$ cat config.mk
export PLATFORM = sky130hd
export DESIGN_NAME = pwm_dbuf_channel
export DESIGN_NICKNAME = d
export VERILOG_FILES = /design/src/rtl/pwm_dbuf_pkg.sv /design/src/rtl/pwm_shadow_reg.sv /design/src/rtl/pwm_commit_ctrl.sv /design/src/rtl/pwm_deadtime_out.sv /design/src/rtl/pwm_dbuf_channel.sv
export SDC_FILE = /design/constraint.sdc
export NUM_CORES = 1
export LEC_CHECK = 0
export BUFFER_PORTS_ARGS = -buffer_cell sky130_fd_sc_hd__buf_2
export CAP_MARGIN = 20
export CORE_MARGIN = 10
export CORE_UTILIZATION = 60
export CTS_BUF_LIST = sky130_fd_sc_hd__clkbuf_4 sky130_fd_sc_hd__clkbuf_8
export CTS_CLUSTER_DIAMETER = 120
export DETAILED_ROUTE_END_ITERATION = 10
export PLACE_DENSITY_LB_ADDON = 0.3
export SYNTH_ARGS = -nofsm -noshare
export SYNTH_HDL_FRONTEND = slang
export SYNTH_SLANG_ARGS = --single-unit
$ cat constraint.sdc
create_clock -name clk -period 3.4 [get_ports clk]
set_input_delay 0.34 -clock clk [delete_from_list [all_inputs] [get_ports clk]]
set_output_delay 0.34 -clock clk [all_outputs]
set_load 0.05 [all_outputs]
$ cat src/rtl/pwm_dbuf_pkg.sv
package pwm_dbuf_pkg;
  localparam int NREG    = 3;
  localparam int IX_PER  = 0;
  localparam int IX_DUTY = 1;
  localparam int IX_DT   = 2;
endpackage

$ cat src/rtl/pwm_shadow_reg.sv
module pwm_shadow_reg #(
  parameter int          W   = 8,
  parameter logic [W-1:0] RST = '0
) (
  input  logic         clk,
  input  logic         rst_n,
  input  logic         wr,
  input  logic [W-1:0] wdata,
  input  logic         commit,
  output logic [W-1:0] active,
  output logic         pend
);
  logic [W-1:0] shadow;

  always_ff @(posedge clk or negedge rst_n) begin
    if (!rst_n) begin
      shadow <= RST;
      active <= RST;
      pend   <= 1'b0;
    end else begin
      if (commit) active <= shadow;
      if (wr)     shadow <= wdata;
      if (wr)          pend <= 1'b1;
      else if (commit) pend <= 1'b0;
    end
  end

  AST_WRITE_PENDS: assert property (@(posedge clk) disable iff (!rst_n)
    wr |=> pend);
  AST_ACTIVE_HOLDS: assert property (@(posedge clk) disable iff (!rst_n)
    !commit |=> $stable(active));
  AST_COMMIT_CLEARS: assert property (@(posedge clk) disable iff (!rst_n)
    (commit && !wr) |=> !pend);
  AST_LATE_WRITE_KEPT: assert property (@(posedge clk) disable iff (!rst_n)
    (commit && wr) |=> (pend && shadow != active || pend));
endmodule

$ cat src/rtl/pwm_commit_ctrl.sv
module pwm_commit_ctrl
  import pwm_dbuf_pkg::*;
(
  input  logic            clk,
  input  logic            rst_n,
  input  logic            period_end,
  input  logic            sync_mode,
  input  logic            duty_sep,
  input  logic            commit_pd,
  input  logic            commit_duty,
  output logic [NREG-1:0] commit_o
);
  logic armed_pd, armed_duty;
  logic pd_go, duty_go;

  assign pd_go   = !sync_mode || armed_pd || commit_pd;
  assign duty_go = !sync_mode || (duty_sep ? (armed_duty || commit_duty) : pd_go);

  always_comb begin
    commit_o          = '0;
    commit_o[IX_PER]  = period_end && pd_go;
    commit_o[IX_DT]   = period_end && pd_go;
    commit_o[IX_DUTY] = period_end && duty_go;
  end

  always_ff @(posedge clk or negedge rst_n) begin
    if (!rst_n) begin
      armed_pd   <= 1'b0;
      armed_duty <= 1'b0;
    end else if (!sync_mode) begin
      armed_pd   <= 1'b0;
      armed_duty <= 1'b0;
    end else begin
      if (period_end && pd_go)                 armed_pd <= 1'b0;
      else if (commit_pd)                      armed_pd <= 1'b1;
      if (period_end && duty_sep && duty_go)   armed_duty <= 1'b0;
      else if (commit_duty)                    armed_duty <= 1'b1;
    end
  end

  AST_STROBE_CONSUMED: assert property (@(posedge clk) disable iff (!rst_n)
    (sync_mode && commit_o[IX_PER]) |=> !armed_pd);
endmodule

$ cat src/rtl/pwm_deadtime_out.sv
module pwm_deadtime_out #(
  parameter int CW = 8
) (
  input  logic          clk,
  input  logic          rst_n,
  input  logic          raw,
  input  logic [CW-1:0] dt,
  output logic          h_o,
  output logic          l_o
);
  logic          raw_q;
  logic [CW-1:0] age_q, age;
  logic          changed;

  assign changed = raw != raw_q;
  assign age     = changed ? '0 : ((&age_q) ? age_q : age_q + 1'b1);
  assign h_o     =  raw && (age >= dt);
  assign l_o     = !raw && (age >= dt);

  always_ff @(posedge clk or negedge rst_n) begin
    if (!rst_n) begin
      raw_q <= 1'b0;
      age_q <= '0;
    end else begin
      raw_q <= raw;
      age_q <= age;
    end
  end

  AST_DEAD_GAP: assert property (@(posedge clk) disable iff (!rst_n)
    (dt != '0 && $rose(h_o)) |-> !$past(l_o));
endmodule

$ cat src/rtl/pwm_dbuf_channel.sv
module pwm_dbuf_channel
  import pwm_dbuf_pkg::*;
#(
  parameter int CW       = 8,
  parameter int PER_RST  = 16,
  parameter int DUTY_RST = 8,
  parameter int DT_RST   = 2
) (
  input  logic          clk,
  input  logic          rst_n,
  input  logic          sync_mode,
  input  logic          duty_sep,
  input  logic          per_wr,
  input  logic [CW-1:0] per_data,
  input  logic          duty_wr,
  input  logic [CW-1:0] duty_data,
  input  logic          dt_wr,
  input  logic [CW-1:0] dt_data,
  input  logic          commit_pd,
  input  logic          commit_duty,
  output logic [CW-1:0] cnt_o,
  output logic          pwm_h,
  output logic          pwm_l,
  output logic          per_pend,
  output logic          duty_pend,
  output logic          dt_pend
);
  logic [CW-1:0]   cnt;
  logic            period_end;
  logic [NREG-1:0] wr_v, commit_v, pend_v;
  logic [CW-1:0]   wdat [NREG];
  logic [CW-1:0]   act  [NREG];

  assign wr_v[IX_PER]  = per_wr;
  assign wr_v[IX_DUTY] = duty_wr;
  assign wr_v[IX_DT]   = dt_wr;
  assign wdat[IX_PER]  = per_data;
  assign wdat[IX_DUTY] = duty_data;
  assign wdat[IX_DT]   = dt_data;

  for (genvar g = 0; g < NREG; g++) begin : g_reg
    localparam int          RV_I = (g == IX_PER) ? PER_RST : (g == IX_DUTY) ? DUTY_RST : DT_RST;
    localparam logic [CW-1:0] RV = CW'(RV_I);
    pwm_shadow_reg #(.W(CW), .RST(RV)) u_reg (
      .clk    (clk),
      .rst_n  (rst_n),
      .wr     (wr_v[g]),
      .wdata  (wdat[g]),
      .commit (commit_v[g]),
      .active (act[g]),
      .pend   (pend_v[g])
    );
  end

  assign period_end = ({1'b0, cnt} + (CW+1)'(1)) >= {1'b0, act[IX_PER]};

  always_ff @(posedge clk or negedge rst_n) begin
    if (!rst_n)          cnt <= '0;
    else if (period_end) cnt <= '0;
    else                 cnt <= cnt + 1'b1;
  end

  pwm_commit_ctrl u_ctrl (
    .clk         (clk),
    .rst_n       (rst_n),
    .period_end  (period_end),
    .sync_mode   (sync_mode),
    .duty_sep    (duty_sep),
    .commit_pd   (commit_pd),
    .commit_duty (commit_duty),
    .commit_o    (commit_v)
  );

  pwm_deadtime_out #(.CW(CW)) u_out (
    .clk   (clk),
    .rst_n (rst_n),
    .raw   (cnt < act[IX_DUTY]),
    .dt    (act[IX_DT]),
    .h_o   (pwm_h),
    .l_o   (pwm_l)
  );

  assign cnt_o     = cnt;
  assign per_pend  = pend_v[IX_PER];
  assign duty_pend = pend_v[IX_DUTY];
  assign dt_pend   = pend_v[IX_DT];

  AST_WRAP_TO_ZERO: assert property (@(posedge clk) disable iff (!rst_n)
    period_end |=> (cnt == '0));
  AST_PERIOD_MIDHOLD: assert property (@(posedge clk) disable iff (!rst_n)
    !period_end |=> $stable(act[IX_PER]));
endmodule

==> results of run 1 <==
-- worst paths after layout --
kind                       cells past startpoint                            startpoint                                   end  slack [ns]
max reg2reg                                   11                    cnt_o[1]$_DFF_PN0_  g_reg[1].u_reg.active[2]$_DFFE_PN0P_        0.25
min reg2reg                                    1       g_reg[1].u_reg.pend$_DFFE_PN0P_       g_reg[1].u_reg.pend$_DFFE_PN0P_        0.47
max                                           14  g_reg[1].u_reg.active[3]$_DFFE_PN1P_                                 pwm_h       -0.28
min                                            1                                 rst_n                 u_out.raw_q$_DFF_PN0_        0.03
min in group clk                               2                              duty_sep         u_ctrl.armed_duty$_DFFE_PN0P_        0.22
max in group asynchronous                      2                                 rst_n  g_reg[1].u_reg.shadow[3]$_DFFE_PN1P_        2.58
-- logic make-up after synthesis --
family | synth area share
mux | 0.172
flops | 0.505
buf+inv | 0.0435
simple gates | 0.0959
fa+ha+maj | 0.0898
xor+xnor | 0.0251
compound gates | 0.0682
-- area by class of cell --
type                    count  share of cell area
clock buffers              15              0.0424
clock inverters             1             0.00117
well taps                  72              0.0210
flip-flops and latches     70               0.413
inverters                  26              0.0228
repair buffers             66              0.0941
multi-input cells         175               0.405
-- registers in the layout, indices dropped and copies added, names as in the netlist --
name               count
g.u_reg.shadow        24
cnt_o                  8
g.u_reg.pend           3
u_out.raw_q            1
g.u_reg.active        24
u_out.age_q            8
u_ctrl.armed_pd        1
u_ctrl.armed_duty      1
-- stage by stage --
step / std cells / setup slack (ns) / utilization / cell area [µm²] / TNS (ns)
after floorplan: 278 / 0.0158 / - / 3520 / 0
after global placement: 404 / 0.0166 / 0.701 / 3910 / 0
after detailed placement: 404 / -0.0988 / 0.701 / 3910 / -0.186
after CTS: 424 / -0.338 / 0.754 / 4200 / -0.666
after global routing: 425 / -0.390 / 0.768 / 4280 / -0.779
final: 425 / -0.279 / 0.768 / 4280 / -0.554
-- synthesized netlist by cell type, types with 3 or more instances --
| cell | n | share of area |
|---|---|---|
| sky130_fd_sc_hd__dfrtp_1 | 64 | 0.46 |
| sky130_fd_sc_hd__nor2_1 | 14 | 0.015 |
| sky130_fd_sc_hd__mux2_4 | 8 | 0.034 |
| sky130_fd_sc_hd__ha_1 | 25 | 0.090 |
| sky130_fd_sc_hd__mux2_2 | 40 | 0.13 |
| sky130_fd_sc_hd__nand3_1 | 11 | 0.016 |
| sky130_fd_sc_hd__nand2_1 | 6 | 0.0065 |
| sky130_fd_sc_hd__clkbuf_1 | 3 | 0.0032 |
| sky130_fd_sc_hd__a21oi_1 | 5 | 0.0072 |
| sky130_fd_sc_hd__inv_1 | 26 | 0.028 |
| sky130_fd_sc_hd__a21o_1 | 6 | 0.013 |
| sky130_fd_sc_hd__mux2i_1 | 3 | 0.0086 |
| sky130_fd_sc_hd__nor3_1 | 10 | 0.014 |
| sky130_fd_sc_hd__xor2_1 | 3 | 0.0075 |
| sky130_fd_sc_hd__xnor2_1 | 7 | 0.018 |
| sky130_fd_sc_hd__dfstp_2 | 6 | 0.045 |
| sky130_fd_sc_hd__nor2b_1 | 7 | 0.013 |
-- power groups by stage --
stage               Clock, mW  Combinational, mW  Sequential (mW)
finish                  0.625               2.29             1.32
global route            0.681               2.48             1.36
CTS                     0.638               2.14             1.31
detailed placement          0               1.95             1.32
global placement            0               1.85             1.30
floorplan                   0               1.33             1.46
-- timing repair --
action | in CTS | in global routing
buffers inserted | 4 | 1
gates resized for setup | 18 | 14
pin swaps | 9 | 5
endpoints found under the setup margin | 2 | 2
-- metal layers --
| layer | share of wire | vias up |
|---|---|---|
| li1 | - | 1113 |
| met1 | 0.42 | 1141 |
| met2 | 0.52 | 45 |
| met3 | 0.038 | 13 |
| met4 | 0.019 | 0 |
| met5 | 0 | - |
==> Implementation_results.wiki, run 1 <==
{| class="wikitable"
! Metric !! Value
|-
| Status || finished, violations left
|-
| Violated checks || negative setup slack
|-
| Max Clk Rate || between 200 and 300 MHz
|-
| Most frequent cells in the layout || 57 x sky130_fd_sc_hd__dfrtp_1, 43 x sky130_fd_sc_hd__buf_2, 40 x sky130_fd_sc_hd__mux2_2
|-
| Final Wtd Congestion || roughly 0.85
|-
| Depth of the CTS H-tree || 3
|-
| Clock network power share || 0.148
|-
| Path category of the worst min-delay check || in -> async
|-
| I/O pin cnt || 46
|-
| Starting DRC count in detailed routing || 99
|-
| CP Data Arrival Time || roughly 3.3 ns
|-
| Proportion of layout cells with a drive suffix above 1 || 0.501
|-
| Leakage dissipation || 2.08 nW
|-
| Final setup slack of the worst path || -0.279 ns
|-
| Max Clock Skew || between 0.007 and 0.008 ns
|-
| Met1 Track Usage GR || 0.195
|-
| DP HPWL || 5170 µm
|-
| Distinct cells, synth || 43
|-
| Initial cell density of the core || 0.625
|-
| Sequential element share of the synthesized area || 0.505
|-
| Total power per unit cell area || 988 nW/µm²
|-
| DR vias/cell || 5.44
|-
| Most common cell after layout, fill and taps aside || sky130_fd_sc_hd__dfrtp_1
|-
| Worst-path cell chain || inv_2 > ha_4 > buf_6 > o21ai_4 > nor3_4 > o211a_1 > or3_1 > ha_1 > nand2b_4 > a21o_1 > a211oi_2 > o31a_1 > nor2b_4 > buf_6
|-
| MaxCap Viol Count || 0
|-
| Total congestion overflow || 0
|-
| Met3 track demand over resource || 0.0405
|-
| Area of the core || between 5000 and 6000 µm²
|-
| Post-synthesis async set-or-reset flop share || 1.00
|-
| Overall power consumption || approximately 4.2 mW
|-
| Post-synthesis net count || about 340
|-
| Pins over their slew limit || 0
|-
| Yosys warns || 0
|-
| Post-route minimum period || roughly 3.7 ns
|-
| Setup crit end kind || output pin
|-
| Critical path's most frequent cell || sky130_fd_sc_hd__buf_6
|-
| TritonCTS clock tree || yes
|-
| Die area || roughly 9300 µm²
|-
| Final Hold Vio Count || 0
|-
| Cell family contributing the most delay on the critical path || compound AO/OA/AOI/OAI gates
|-
| Maximum buffer depth of the clock tree || 2
|-
| Portion of total power attributed to combinational logic || 0.541
|-
| Slew margin rel. || 0.572
|-
| Met2 layer usage reported by global route || 0.273
|-
| Sink count of the clock tree || 70
|-
| Peak supply drop || about 0.00051 V
|-
| Total Wirelength || between 7000 and 8000 µm
|-
| Register bit count reported by yosys || 70
|-
| Overall track demand over capacity in global routing || 0.165
|-
| Worst path required time || about 3 ns
|-
| Worst path max stage delay || approximately 0.54 ns
|-
| Area occupied by multi-input gates || between 1500 and 2000 µm²
|-
| Rows || 27
|-
| Vertical die dimension || between 90 and 100 µm
|-
| Global-route wire length before repair || between 10000 and 15000 µm
|-
| Switching power of the nets || 1.65 mW
|-
| Slowest CP cell || sky130_fd_sc_hd__dfstp_2
|-
| Vias in the first global route || about 2500
|-
| Switching share of total power || 0.389
|-
| DRC viols || 0
|-
| DR vias || 2312
|-
| Sequential standard cell area || approximately 1800 µm²
|-
| Final net count || a little over 400
|-
| Clock transition at the register clock pins on the worst setup and hold paths after CTS || about 0.07 ns
|-
| Cell-internal power || roughly 2.6 mW
|-
| Initial antenna violation count || 0
|-
| Clock Latency Late Sink || 0.34 ns
|-
| Post-route antenna net violation count || 0
|-
| Maximum number of pins on one net before global-route repair || 31
|-
| # setup viols final || 2
|-
| Mapped Cells || 278
|-
| Setup CP Type || reg -> out
|-
| Most common flop cell mapped by yosys || sky130_fd_sc_hd__dfrtp_1
|-
| Layer with the highest usage || met2
|-
| Final period utilization || 1.08
|-
| CP startpoint kind || flop
|-
| EDFF count, synth || 0
|-
| Hold_buf cts || 0
|-
| Number of inserted filler cells in the final layout || 345
|-
| Summed instance area of the synthesized netlist || around 3500 µm²
|-
| Crit path buffers/inverters || 3
|-
| Layout-stage area growth over the synthesis result || 22.9%
|-
| Number of antenna cells inserted || 0
|-
| Unrepaired setup endpoints after global routing || yes
|-
| Clock buffer count from CTS || 9
|-
| Crit Path Max Fanout || 3
|-
| Average wire per standard cell || 16.9 µm
|-
| Worst-margin pin slew || between 0.6 and 0.7 ns
|-
| Avg Inst Size Synth || roughly 13 µm²
|-
| Width of the die || a little under 100 µm
|-
| Root buffer cell || sky130_fd_sc_hd__clkbuf_8
|-
| Count of input and output buffers || 45
|-
| Worst-case hold slack || approximately 0.027 ns
|-
| Sequential Power Share || 0.311
|-
| Initial DRT Pass Iterations || 4
|}
No activity file was read; power rests on OpenSTA's default activity.
==> run 2, diff against run 1 <==
--- a/config.mk
+++ b/config.mk
@@ -11,8 +11,10 @@
 export CORE_UTILIZATION = 60
 export CTS_BUF_LIST = sky130_fd_sc_hd__clkbuf_4 sky130_fd_sc_hd__clkbuf_8
 export CTS_CLUSTER_DIAMETER = 120
+export CTS_CLUSTER_SIZE = 24
 export DETAILED_ROUTE_END_ITERATION = 10
 export PLACE_DENSITY_LB_ADDON = 0.3
+export RECOVER_POWER = 50
 export SYNTH_ARGS = -nofsm -noshare
 export SYNTH_HDL_FRONTEND = slang
 export SYNTH_SLANG_ARGS = --single-unit
==> Implementation_results.wiki, run 2 (synthesis gave the netlist of run 1 again) <==
{| class="wikitable"
! Metric !! Value
|-
| Pins over their slew limit || 31 (+31)
|-
| Final net count || 406 (unchanged)
|-
| Worst-case hold slack || 0.216 ns (+0.189 ns)
|-
| Maximum number of pins on one net before global-route repair || 31 (unchanged)
|-
| Placed cell areas || 3910 µm² (unchanged)
|-
| Average wire per standard cell || 16.9 µm (about the same)
|-
| CP startpoint kind || flop
|-
| Worst-margin pin slew || 1.54 ns (+0.894 ns)
|-
| Most frequent cells in the layout || 57 x sky130_fd_sc_hd__dfrtp_1, 42 x sky130_fd_sc_hd__buf_2, 40 x sky130_fd_sc_hd__mux2_2
|-
| Peak supply drop || 0.000513 V (about the same)
|-
| Instance count after placement with tap cells included || 404 (unchanged)
|-
| DP HPWL || 5170 µm (unchanged)
|-
| I/O pin cnt || 46 (unchanged)
|-
| Leakage dissipation || 2.06 nW (-0.53%)
|-
| Non-Filler Cell Area, Final || 4270 µm² (-0.20%)
|-
| DR vias || 2318 (+0.26%)
|-
| Depth of the CTS H-tree || 3 (unchanged)
|-
| Met3 track demand over resource || 0.0405 (unchanged)
|-
| Most common cell after layout, fill and taps aside || sky130_fd_sc_hd__dfrtp_1
|-
| Layer with the highest usage || met2
|-
| Registers with the most flip-flops || g.u_reg.active: 24 flops, g.u_reg.shadow: 24 flops
|-
| Setup CP Type || reg -> out
|-
| Crit Path Max Fanout || 3 (unchanged)
|-
| Proportion of layout cells with a drive suffix above 1 || 0.487 (-0.0142)
|-
| Total Wirelength || 7190 µm (about the same)
|-
| Overall power consumption || 4.23 mW (about the same)
|-
| Global-route wire length before repair || 11700 µm (unchanged)
|-
| Maximum buffer depth of the clock tree || 2 (unchanged)
|-
| Rows || 27 (unchanged)
|-
| Cell Count, Final, Fillers Out || 425 (unchanged)
|-
| Initial antenna violation count || 0 (unchanged)
|-
| Total congestion overflow || 0 (unchanged)
|-
| Initial cell density of the core || 0.625 (unchanged)
|-
| # setup viols final || 2 (unchanged)
|-
| Overall track demand over capacity in global routing || 0.165 (unchanged)
|-
| Total power per unit cell area || 989 nW/µm² (+0.17%)
|-
| Number of antenna cells inserted || 0 (unchanged)
|-
| Met1 Track Usage GR || 0.195 (unchanged)
|-
| DRC viols || 0 (unchanged)
|-
| Die area || 9250 µm² (unchanged)
|-
| Met2 layer usage reported by global route || 0.273 (unchanged)
|-
| Status || finished, violations left
|-
| Width of the die || 96.2 µm (unchanged)
|-
| Count of input and output buffers || 45 (unchanged)
|-
| Path category of the worst min-delay check || in -> reg
|-
| Max Clock Skew || 0.00706 ns (-0.0000484 ns)
|-
| DR vias/cell || 5.45 (+0.26%)
|-
| Number of inserted filler cells in the final layout || 348 (+0.87%)
|-
| Final Hold Vio Count || 0 (unchanged)
|-
| Slew margin rel. || -0.0239 (-0.596)
|-
| Final Wtd Congestion || 0.848 (unchanged)
|-
| CP Data Arrival Time || 3.34 ns (about the same)
|-
| TritonCTS clock tree || yes
|-
| Unrepaired setup endpoints after global routing || yes
|-
| Final setup slack of the worst path || -0.279 ns (-0.0000290 ns)
|-
| Clock Latency Late Sink || 0.34 ns (about the same)
|-
| Post-route antenna net violation count || 0 (unchanged)
|-
| Initial DRT Pass Iterations || 4 (unchanged)
|-
| Setup slack at placement || -0.0988 ns (unchanged)
|-
| Starting DRC count in detailed routing || 98 (-1.0%)
|-
| Violated checks || max-capacitance violations, max-slew violations, negative setup slack
|-
| Layout-stage area growth over the synthesis result || 22.6%
|-
| Worst path required time || 3.06 ns (about the same)
|-
| Vertical die dimension || 96.2 µm (unchanged)
|-
| Area of the core || 5570 µm² (unchanged)
|-
| Hold_buf cts || 0 (unchanged)
|-
| Clock buffer count from CTS || 9 (unchanged)
|-
| Root buffer cell || sky130_fd_sc_hd__clkbuf_8
|-
| Setup crit end kind || output pin
|-
| Clock transition at the register clock pins on the worst setup and hold paths after CTS || 0.07 ns (about the same)
|-
| MaxCap Viol Count || 1 (+1)
|-
| Final setup TNS || -0.554 ns (-0.0000600 ns)
|-
| Max Clk Rate || 272 MHz (about the same)
|-
| Sink count of the clock tree || 70 (unchanged)
|-
| Post-layout utilization of the core || 0.766 (-0.00157)
|-
| Final period utilization || 1.08 (about the same)
|-
| Vias in the first global route || 2491 (unchanged)
|-
| Post-route minimum period || 3.68 ns (+0.0000290 ns)
|}
==> run 2: final timing paths <==
check | from | to | slack (ns) | cells past startpoint
min in group asynchronous | rst_n | g_reg[2].u_reg.shadow[7]$_DFFE_PN0P_ | 0.38 | 1
max in group asynchronous | rst_n | cnt_o[0]$_DFF_PN0_ | 1.19 | 2
worst max register to register | cnt_o[1]$_DFF_PN0_ | g_reg[1].u_reg.active[2]$_DFFE_PN0P_ | 0.25 | 11
worst min-delay path | duty_sep | u_ctrl.armed_duty$_DFFE_PN0P_ | 0.22 | 2
worst min register to register | g_reg[1].u_reg.pend$_DFFE_PN0P_ | g_reg[1].u_reg.pend$_DFFE_PN0P_ | 0.47 | 1
worst max-delay path | g_reg[1].u_reg.active[3]$_DFFE_PN1P_ | pwm_h | -0.28 | 14
==> run 2: report_power, final <==
group	switching (mW)	internal, mW	leakage (nW)
clock	0.287	0.337	0.101
combinational	1.18	1.11	1.14
sequential	0.183	1.13	0.819
total	1.65	2.58	2.06
==> run 2: routing by layer <==
layer  vias up  share of wire
met3        13          0.038
met2        45           0.52
met1      1146           0.42
met5         -              0
met4         0          0.019
li1       1114              -
==> run 2: final cells by class <==
cell class / count / area (µm²) / area share
multi-input cells: 175 / 1740 / 0.406
well taps: 72 / 90.1 / 0.0211
inverters: 26 / 97.6 / 0.0228
clock inverters: 1 / 5.00 / 0.00117
clock buffers: 15 / 181 / 0.0425
repair buffers: 66 / 394 / 0.0923
flip-flops and latches: 70 / 1770 / 0.414
==> run 2: critical path: stages, from the launching register on <==
cell and delay [ns]:
sky130_fd_sc_hd__dfstp_2 0.54, sky130_fd_sc_hd__inv_2 0.05, sky130_fd_sc_hd__ha_4 0.17, sky130_fd_sc_hd__buf_6 0.13, sky130_fd_sc_hd__o21ai_4 0.17, sky130_fd_sc_hd__nor3_4 0.07, sky130_fd_sc_hd__o211a_1 0.26, sky130_fd_sc_hd__or3_1 0.32
sky130_fd_sc_hd__ha_1 0.27, sky130_fd_sc_hd__nand2b_4 0.13, sky130_fd_sc_hd__a21o_1 0.16, sky130_fd_sc_hd__a211oi_2 0.18, sky130_fd_sc_hd__o31a_1 0.30, sky130_fd_sc_hd__nor2b_4 0.06, sky130_fd_sc_hd__buf_6 0.15
==> run 2: repair_timing <==
action	CTS	global route
buffers inserted	4	1
setup endpoints to repair	2	2
pin swaps	9	5
gates resized for setup	18	14
==> run 3, diff against run 2 <==
--- a/config.mk
+++ b/config.mk
@@ -7,6 +7,7 @@
 export LEC_CHECK = 0
 export BUFFER_PORTS_ARGS = -buffer_cell sky130_fd_sc_hd__buf_2
 export CAP_MARGIN = 20
+export CORE_ASPECT_RATIO = 0.75
 export CORE_MARGIN = 10
 export CORE_UTILIZATION = 60
 export CTS_BUF_LIST = sky130_fd_sc_hd__clkbuf_4 sky130_fd_sc_hd__clkbuf_8
==> Implementation_results.wiki, run 3 (synthesis gave the netlist of run 1 again) <==
{| class="wikitable"
! Metric !! Value
|-
| Clock buffer count from CTS || 9 (unchanged)
|-
| Average wire per standard cell || 17.5 µm (+3.7%)
|-
| Final setup slack of the worst path || -0.356 ns (-0.0766 ns)
|-
| Setup CP Type || reg -> out
|-
| Switching share of total power || 0.385 (-0.00498)
|-
| Worst path required time || 3.06 ns (about the same)
|-
| Initial cell density of the core || 0.634 (+0.00882)
|-
| Slew margin rel. || -0.465 (-0.441)
|-
| I/O pin cnt || 46 (unchanged)
|-
| Pins over their slew limit || 42 (+35%)
|-
| Crit Path Max Fanout || 7 (+4)
|-
| Post-route minimum period || 3.76 ns (+0.0766 ns)
|-
| Worst-path cell chain || inv_2 > ha_4 > buf_4 > nor3_4 > nor3_2 > buf_4 > o41ai_4 > buf_6 > buf_6 > nor3_1 > ha_2 > a21o_1 > a21o_1 > a21oi_2 > o31a_1 > nor2b_4 > buf_6
|-
| Sink count of the clock tree || 70 (unchanged)
|-
| Final Hold Vio Count || 0 (unchanged)
|-
| Setup crit end kind || output pin
|-
| DR vias/cell || 5.49 (+0.67%)
|-
| # setup viols final || 2 (unchanged)
|-
| Cell family contributing the most delay on the critical path || compound AO/OA/AOI/OAI gates
|-
| Final net count || 410 (+0.99%)
|-
| Total power per unit cell area || 1040 nW/µm² (+4.6%)
|-
| Number of inserted filler cells in the final layout || 337 (-3.2%)
|-
| DR vias || 2372 (+2.3%)
|-
| Worst-margin pin slew || 2.20 ns (+0.662 ns)
|-
| Number of antenna cells inserted || 0 (unchanged)
|-
| Maximum buffer depth of the clock tree || 2 (unchanged)
|-
| Violated checks || max-capacitance violations, max-slew violations, negative setup slack
|-
| Initial antenna violation count || 0 (unchanged)
|-
| Slowest CP cell || sky130_fd_sc_hd__dfstp_2
|-
| DP HPWL || 5270 µm (+2.0%)
|-
| Count of input and output buffers || 45 (unchanged)
|-
| TritonCTS clock tree || yes
|-
| Depth of the CTS H-tree || 3 (unchanged)
|-
| Unrepaired setup endpoints after global routing || yes
|-
| Metal2 WL || 3720 µm (-0.67%)
|-
| Top layer used by detailed routing || met4
|-
| Status || finished, violations left
|-
| Critical path's most frequent cell || sky130_fd_sc_hd__buf_6
|-
| Total Wirelength || 7570 µm (+5.4%)
|-
| Cell-internal power || 2.78 mW (+7.7%)
|-
| Portion of total power attributed to combinational logic || 0.535 (-0.006)
|-
| Maximum number of pins on one net before global-route repair || 42 (+35%)
|-
| Vias in the first global route || 2549 (+2.3%)
|-
| Global-route wire length before repair || 12300 µm (+5.2%)
|-
| Overall track demand over capacity in global routing || 0.168 (+0.00354)
|-
| Leakage dissipation || 2.09 nW (+1.2%)
|-
| Proportion of layout cells with a drive suffix above 1 || 0.499 (+0.0113)
|-
| Clock network power share || 0.172 (+0.024)
|-
| DRC viols || 0 (unchanged)
|-
| Area of the core || 5500 µm² (-1.4%)
|-
| Starting DRC count in detailed routing || 100 (+2.0%)
|-
| Clock transition at the register clock pins on the worst setup and hold paths after CTS || 0.07 ns (about the same)
|-
| Rows || 23 (-15%)
|-
| Total congestion overflow || 0 (unchanged)
|-
| Final setup TNS || -0.700 ns (-0.146 ns)
|-
| Final period utilization || 1.10 (+0.0225)
|-
| Max Clock Skew || 0.00888 ns (+0.00182 ns)
|-
| Switching power of the nets || 1.74 mW (+5.5%)
|-
| Clock Latency Late Sink || 0.35 ns (about the same)
|-
| Setup slack at placement || -0.135 ns (-0.0359 ns)
|-
| Width of the die || 108 µm (+12%)
|-
| Crit path buffers/inverters || 6 (+3)
|-
| Routed length on met1 || 3230 µm (+6.4%)
|-
| Amount of wire on met3 after detailed routing || 429 µm (+57%)
|-
| Worst path max stage delay || 0.54 ns (about the same)
|-
| Registers with the most flip-flops || g.u_reg.active: 24 flops, g.u_reg.shadow: 24 flops
|-
| Post-route antenna net violation count || 0 (unchanged)
|-
| Max Clk Rate || 266 MHz (-2.0%)
|-
| Final Wtd Congestion || 0.864 (+1.8%)
|-
| Peak supply drop || 0.000470 V (-8.4%)
|-
| Most frequent cells in the layout || 57 x sky130_fd_sc_hd__dfrtp_1, 42 x sky130_fd_sc_hd__buf_2, 40 x sky130_fd_sc_hd__mux2_2
|-
| Sequential Power Share || 0.293 (-0.018)
|-
| MaxCap Viol Count || 1 (unchanged)
|-
| CP startpoint kind || flop
|-
| Layout-stage area growth over the synthesis result || 25.2%
|-
| Hold_buf cts || 0 (unchanged)
|-
| Die area || 9280 µm² (+0.34%)
|-
| Vertical die dimension || 86.0 µm (-11%)
|-
| Root buffer cell || sky130_fd_sc_hd__clkbuf_8
|-
| Path category of the worst min-delay check || in -> reg
|-
| CP Data Arrival Time || 3.42 ns (+0.08 ns)
|-
| Initial DRT Pass Iterations || 4 (unchanged)
|-
| Most common cell after layout, fill and taps aside || sky130_fd_sc_hd__dfrtp_1
|}
## run 3: cell type report
| class | instances | area, µm² | area share |
|---|---|---|---|
| Clock inverter | 4 | 77.6 | 0.0178 |
| Clock buffer | 12 | 159 | 0.0364 |
| Multi-Input combinational cell | 175 | 1730 | 0.398 |
| Inverter | 26 | 97.6 | 0.0224 |
| Sequential cell | 70 | 1770 | 0.405 |
| Tap cell | 75 | 93.8 | 0.0215 |
| Timing Repair Buffer | 70 | 432 | 0.0990 |
## run 3: power groups by stage
| stage | combinational (mW) | clock, mW | sequential [mW] |
|---|---|---|---|
| 5_1_grt | 2.61 | 0.826 | 1.35 |
| 3_5_place_dp | 2.01 | 0 | 1.32 |
| 6_report | 2.42 | 0.778 | 1.32 |
| 2_1_floorplan | 1.33 | 0 | 1.46 |
| 4_1_cts | 2.19 | 0.791 | 1.31 |
| 3_3_place_gp | 1.90 | 0 | 1.30 |
## run 3: final timing paths
check                                                      from                                   end  slack, ns  depth (start not counted)
max                        g_reg[1].u_reg.active[3]$_DFFE_PN1P_                                 pwm_h      -0.36                         17
min                                                    duty_sep         u_ctrl.armed_duty$_DFFE_PN0P_       0.19                          2
max reg2reg                                  cnt_o[1]$_DFF_PN0_  g_reg[2].u_reg.active[7]$_DFFE_PN0P_       0.23                         13
min reg2reg                     g_reg[1].u_reg.pend$_DFFE_PN0P_       g_reg[1].u_reg.pend$_DFFE_PN0P_       0.49                          1
max in group asynchronous                                 rst_n                    cnt_o[6]$_DFF_PN0_       1.34                          1
min in group asynchronous                                 rst_n              u_out.age_q[3]$_DFF_PN0_       0.64                          1
## run 3: layer usage
| layer | vias to the layer above | track usage |
|---|---|---|
| met5 | - | 0 |
| met4 | 0 | 0.0714 |
| met3 | 19 | 0.0531 |
| met2 | 61 | 0.280 |
| met1 | 1171 | 0.196 |
| li1 | 1121 | - |
## run 3: repair_timing
item,in CTS,in global routing
pin swaps,6,5
buffers inserted,3,3
resized for setup,15,15
setup endpoints to repair,2,2
## run 3: metrics by stage
step                      total power [mW]  instances  hold WS, ns  area (µm²)  utilization
after global placement                3.21        410        0.457        3930        0.715
after floorplan                       2.79        278       0.0444        3520            -
after CTS                             4.29        429        0.142        4260        0.775
after detailed placement              3.33        410        0.462        3930        0.715
after global routing                  4.79        432        0.189        4360        0.794
final                                 4.52        432        0.192        4360        0.794
